### src/rtl/subword_gated_reg.sv
module subword_gated_reg #(
  parameter int unsigned SUBWORDS = 4,
  parameter int unsigned SUB_BITS = 4
) (
  input  logic                           clk,
  input  logic                           rst,
  input  logic [SUBWORDS*SUB_BITS:0]     din,
  output logic [SUBWORDS*SUB_BITS:0]     dout,
  output logic [SUBWORDS-1:0]            load_en
);
  localparam int unsigned MAG = SUBWORDS * SUB_BITS;

  logic                sign_in;
  logic                sign_q;
  logic [SUBWORDS-1:0] noi;
  logic [SUBWORDS-1:0] flag_q;
  logic [MAG-1:0]      mag_q;

  assign sign_in   = din[MAG];
  assign load_en   = ~noi;
  assign dout[MAG] = sign_q;

  always_ff @(posedge clk) begin
    if (rst) begin
      sign_q <= 1'b0;
      flag_q <= '0;
    end else begin
      sign_q <= sign_in;
      flag_q <= noi;
    end
  end

  for (genvar g = 0; g < SUBWORDS; g++) begin : g_sub
    logic [SUB_BITS-1:0] slice;
    logic                upper_noi;
    assign slice = din[g*SUB_BITS +: SUB_BITS];

    if (g == SUBWORDS - 1) begin : g_top
      assign upper_noi = 1'b1;
    end else begin : g_low
      assign upper_noi = noi[g+1];

      p_cascade_r3: assert property (@(posedge clk) disable iff (rst)
        load_en[g+1] |-> load_en[g]);
    end

    assign noi[g] = upper_noi && (slice == {SUB_BITS{sign_in}});

    always_ff @(posedge clk) begin
      if (rst)
        mag_q[g*SUB_BITS +: SUB_BITS] <= '0;
      else if (!noi[g])
        mag_q[g*SUB_BITS +: SUB_BITS] <= slice;
    end

    assign dout[g*SUB_BITS +: SUB_BITS] =
      flag_q[g] ? {SUB_BITS{sign_q}} : mag_q[g*SUB_BITS +: SUB_BITS];
  end

  p_follow_r5: assert property (@(posedge clk) disable iff (rst)
    !rst |=> dout == $past(din));

  p_reset_r7: assert property (@(posedge clk)
    rst |=> dout == '0);

  p_skip_all_r6: assert property (@(posedge clk) disable iff (rst)
    (load_en == '0) |-> (din == {(MAG+1){din[MAG]}}));

  p_skip_out_r6: assert property (@(posedge clk) disable iff (rst)
    (load_en == '0) |=> (dout == {(MAG+1){$past(din[MAG])}}));

  p_top_r2: assert property (@(posedge clk) disable iff (rst)
    !load_en[SUBWORDS-1] |-> (din[MAG:MAG-SUB_BITS] == {(SUB_BITS+1){din[MAG]}}));
endmodule

### config.mk
export PLATFORM = sky130hd
export DESIGN_NAME = subword_gated_reg
export DESIGN_NICKNAME = d
export VERILOG_FILES = /design/src/rtl/subword_gated_reg.sv
export SDC_FILE = /design/constraint.sdc
export NUM_CORES = 1
export LEC_CHECK = 0
export ABC_AREA = 0
export BUFFER_PORTS_ARGS = -buffer_cell sky130_fd_sc_hd__buf_2
export CORE_ASPECT_RATIO = 1.1
export CORE_MARGIN = 4
export CORE_UTILIZATION = 23
export CTS_BUF_LIST = sky130_fd_sc_hd__clkbuf_4
export DETAILED_ROUTE_END_ITERATION = 6
export PLACE_DENSITY_LB_ADDON = 0.3
export SYNTH_ARGS = -nofsm -noshare
export SYNTH_HDL_FRONTEND = slang
export SYNTH_SLANG_ARGS = --single-unit
### constraint.sdc
create_clock -name clk -period 1.7 [get_ports clk]
set_input_delay 0.085 -clock clk [delete_from_list [all_inputs] [get_ports clk]]
set_output_delay 0.085 -clock clk [all_outputs]
set_load 0.005 [all_outputs]
### Yosys cells after proc, flatten, opt, wreduce, memory -nomap -nowiden

Cells that the tools add are included.

* multiplexer cells: 4
* reduce and logical (&&, ||, !) cells: 3
* eq/ne operators: 4
* bitwise operators: 1

Operator list (number)
* == test 4 bit: 4
* two-way mux 4 bit: 4
* NOT 4 bit: 1
* logical AND 1 bit: 3

* register bits after elaboration: 21
* logic and storage cells: 18
* output and inout bits: 21
* input port bits: 19

### Longest topological paths before layout

* depth in word-level cells: 5
* gate-level depth with buffers: 6
* mapped depth without buffers: 5

### Worst setup path after synthesis

Ideal clock, no wire load.

* path type: in2reg
* start: input port din[11]
* end: register mag_q[0]
* stages: 5
* path slack: 270 ps
* required time: 1572 ps
* library setup time: 128 ps
* buffers on the path: 0
* data arrival time: 1303 ps
* cells stage by stage: or4_4 > mux2i_4 > o2111ai_4 > mux2i_1 > nor2_1

* cells in the longest elaborated chain, start to end: 4

Ends and longest elaborated chain
* start, declared: RTL line 7 `input logic [SUBWORDS*SUB_BITS:0] din,`
* == test 4 bit: RTL line 47 `assign noi[g] = upper_noi && (slice == {SUB_BITS{sign_in}});`
* logical AND 1 bit (3 in a row): RTL line 47
* end signal, assigned by index: RTL line 53 `mag_q[g*SUB_BITS +: SUB_BITS] <= slice;`
* end, declared: RTL line 17 `logic [MAG-1:0] mag_q;`

No other way between the ends.
A chain may end at the register's enable or synchronous reset.

### Worst setup path in the final report

* start: input port din[11]
* end: output port load_en[0]

* cells in the longest elaborated chain, start to end: 5

Ends and longest elaborated chain
* == test 4 bit: RTL line 47
* logical AND 1 bit (3 in a row): RTL line 47
* NOT 4 bit: RTL line 20 `assign load_en = ~noi;`
* end, declared: RTL line 9 `output logic [SUBWORDS-1:0] load_en`

No other way between the ends.

==> impl_summary.txt <==
----------------------------------------------------
[Run status]
  Status ... complete, no violations

[Clock tree]
  TritonCTS Buffers ... 3
  Skew-Pair Late Insertion Delay ... around 0.30 ns
  H-tree depth ... 1
  Setup repair bufs after CTS ... 0
  Maximum root-to-sink buffer count ... 2
  Post-CTS Hold Fix Bufs ... 0
  Sink Count ... 21
  CTS root buffer ... clkbuf_4
  CTS tree ... built
  Clock slew at the register clock pins of the worst setup and hold paths ... 0.12 ns
  Resize count post-CTS ... 0

[Pwr]
  Static leakage ... between 0.0006 and 0.0007 µW
  Maximum vdd ir drop ... about 240 µV
  Power per Cell Area ... 682 nW/µm²
  PnR Total Power ... 920 µW

[Global route]
  Initial antenna violation count ... 0
  Maximum number of pins on one net before global-route repair ... 20
  Wire length of the first global-routing pass ... 4310 µm
  Via count of the first global-routing pass ... between 900 and 1000
  Sum of overflow across all layers after global routing ... 0
  Total GRT Usage ... about a tenth

[Yosys]
  Number of warnings reported in the yosys synthesis log ... 0
  Complex-gate fraction of the synthesized area ... between 10% and 20%
  Share of cell area taken by muxes after synthesis ... between 10% and 20%
  Top cell type's share of synthesized area ... approximately two fifths
  Dominant combinational cell family by area after synthesis ... simple AND/OR/NAND/NOR gates
  Summed instance area of the synthesized netlist ... roughly 1100 µm²
  Sequential element share of the synthesized area ... roughly two fifths
  Post-Synthesis Net Count ... 138
  Leading cell types by total area after synthesis ... dfxtp_1 39%, mux2i_1 11%, o21ai_0 7.5%, inv_1 6.7%, mux2i_4 6.3%
  Post-Synthesis Cells ... 119
  Post-synth top area cell ... dfxtp_1
  Arithmetic-cell share of the synthesized area counting full adders, half adders and majority gates ... 0%
  Synthesized-area fraction occupied by xor and xnor cells ... 0%
  Post-synthesis average cell area ... 9.00 µm²
  Area share of and/or/nand/nor cells after synthesis ... about 18%
  Post-synthesis cell type count ... 23
  Register bit count reported by yosys ... 21

[Timing]
  Final worst clock skew ... 0 ns
  Tcrit/Tclk final ... 89.0%
  Setup repair after global routing missed its margin ... no
  Worst relative slew slack ... 75.5%
  Min cycle time layout ... 1.51 ns
  Final Slew Violations ... 0
  Total negative slack for setup checks ... 0 ns
  Maximum achievable frequency ... roughly 0.66 GHz
  Hold_ws ... 0.0434 ns
  Final Setup Violations ... 0
  Number of endpoints with negative hold slack in the final report ... 0
  Transition at the pin with the smallest max-transition slack ... 0.367 ns

[Routing]
  DR vias/cell ... 4.44
  Starting DRC count in detailed routing ... 22
  Count of antenna-violating nets left after detailed routing ... 0
  Average detailed-routed wire length per instance ... 11.5 µm
  DRC ... 0
  1st-pass router iterations ... 4
  Total detailed-routing wirelength ... 2440 µm
  Vias ... approximately 950

[Final layout]
  Share of cells above drive strength 1 ... between 30% and 40%
  Area added between synthesis and finish ... 25.9%
  Post-Route Utilization ... about 31%
  Antenna diode count ... 0
  Area of all placed cells without fillers ... about 1300 µm²
  Number of nets at the end of the flow ... 179

[Floorplan]
  Core region area ... 4410 µm²
  Overall die height ... between 70 and 80 µm
  Die Footprint ... 5810 µm²
  # IOs ... 40
  Die X-Extent ... 73.1 µm
  Initial Util ... 24.3%
  Row cnt ... 25

[Setup path]
  Data arrival, critical path ... ~1.4 ns
  CP Data Required Time ... between 1.5 and 2 ns
  Highest fanout seen on the critical path ... 5
  Crit path capture type ... output pin
  Crit path launch type ... input pin
  Category of the critical setup timing path ... in -> out

[Place]
  Placed instance area ... roughly 1300 µm²
  Routability cong. ... approximately 0.68
  Detailed placer's ending HPWL ... 1950 µm
  Quantity of I/O buffers inserted on ports ... 39

[Worst hold path]
  Hold WC Path Type ... in -> reg

[Run]
  Max-capacitance violation count ... 0

----------------------------------------------------
## cells by family (layout without fill, tap and decap cells)
family          Yosys count  in the layout
simple gates             36             36
compound gates           24             24
buf+inv                  23             63
flops                    21             21
mux                      15             15
## flip-flops by register name (all words and copies together) (netlist names)
| register | flops |
|---|---|
| flag_q | 4 |
| mag_q | 16 |
| sign_q | 1 |
## report_power, final
group / switching (µW) / internal (µW)
sequential: 12.4 / 515
clock: 150 / 107
combinational: 70.4 / 64.8
total: 233 / 687
## layer usage
layer | track usage, % | routed length [µm]
met5 | 0 | 0
met4 | 3.32 | 11
met3 | 2.14 | 174
met2 | 14.4 | 1100
met1 | 12.6 | 1150
## layout make-up
| class | instances | area [µm²] |
|---|---|---|
| Inverter | 19 | 71.3 |
| Clock buffer | 4 | 30.0 |
| Sequential cell | 21 | 420 |
| Multi-Input combinational cell | 75 | 557 |
| Tap cell | 54 | 67.6 |
| Timing Repair Buffer | 40 | 203 |
| Fill cell | 489 | 3060 |
## Yosys cell counts
library cell and n:
buf_4 2, o21ai_0 16, a211oi_1 1, nor2_4 1
clkbuf_1 2, mux2i_4 3, or4_4 3, and4_1 1
nand3b_1 1, a221oi_1 1, and2_0 1, dfxtp_1 21
nand4_1 3, nor2b_1 2, o21ai_2 2, or4_1 1
mux2i_1 12, nor2_1 17, nand2_1 6, a22oi_1 2
o2111ai_4 1, inv_1 19, o211ai_4 1
## worst max-delay path, cell delays in order
cell and delay (ns):
buf_2 0.11, or4_4 0.54, mux2i_4 0.27, o2111ai_4 0.23, buf_2 0.19
## metrics by stage
stage                     worst slack [ns]  cells
after floorplan                      0.270    119
after global placement              0.0951    209
after detailed placement            0.0665    209
after CTS                            0.181    213
after global routing                 0.139    213
final                                0.188    213
## path summary, 6_finish.rpt
kind / start / to / slack (ns) / cells after the start
setup / recovery: din[11] / load_en[0] / 0.19 / 5
hold / removal: din[2] / mag_q[2] / 0.04 / 3
setup reg to reg: mag_q[15] / mag_q[15] / 1.01 / 2
hold reg to reg: mag_q[12] / mag_q[12] / 0.47 / 2
## cell usage in the layout (no fill, tap or decap)
master     count
a211oi_1       1
a221oi_1       1
a22oi_1        2
and2_0         1
and4_1         1
buf_2         39
buf_4          1
clkbuf_4       4
dfxtp_1       21
inv_1         19
mux2i_1       12
mux2i_4        3
nand2_1        6
nand3b_1       1
nand4_1        3
nor2_1        17
nor2_4         1
nor2b_1        2
o2111ai_4      1
o211ai_4       1
o21ai_0       16
o21ai_2        2
or4_1          1
or4_4          3
No activity file was read; power rests on OpenSTA's default activity.
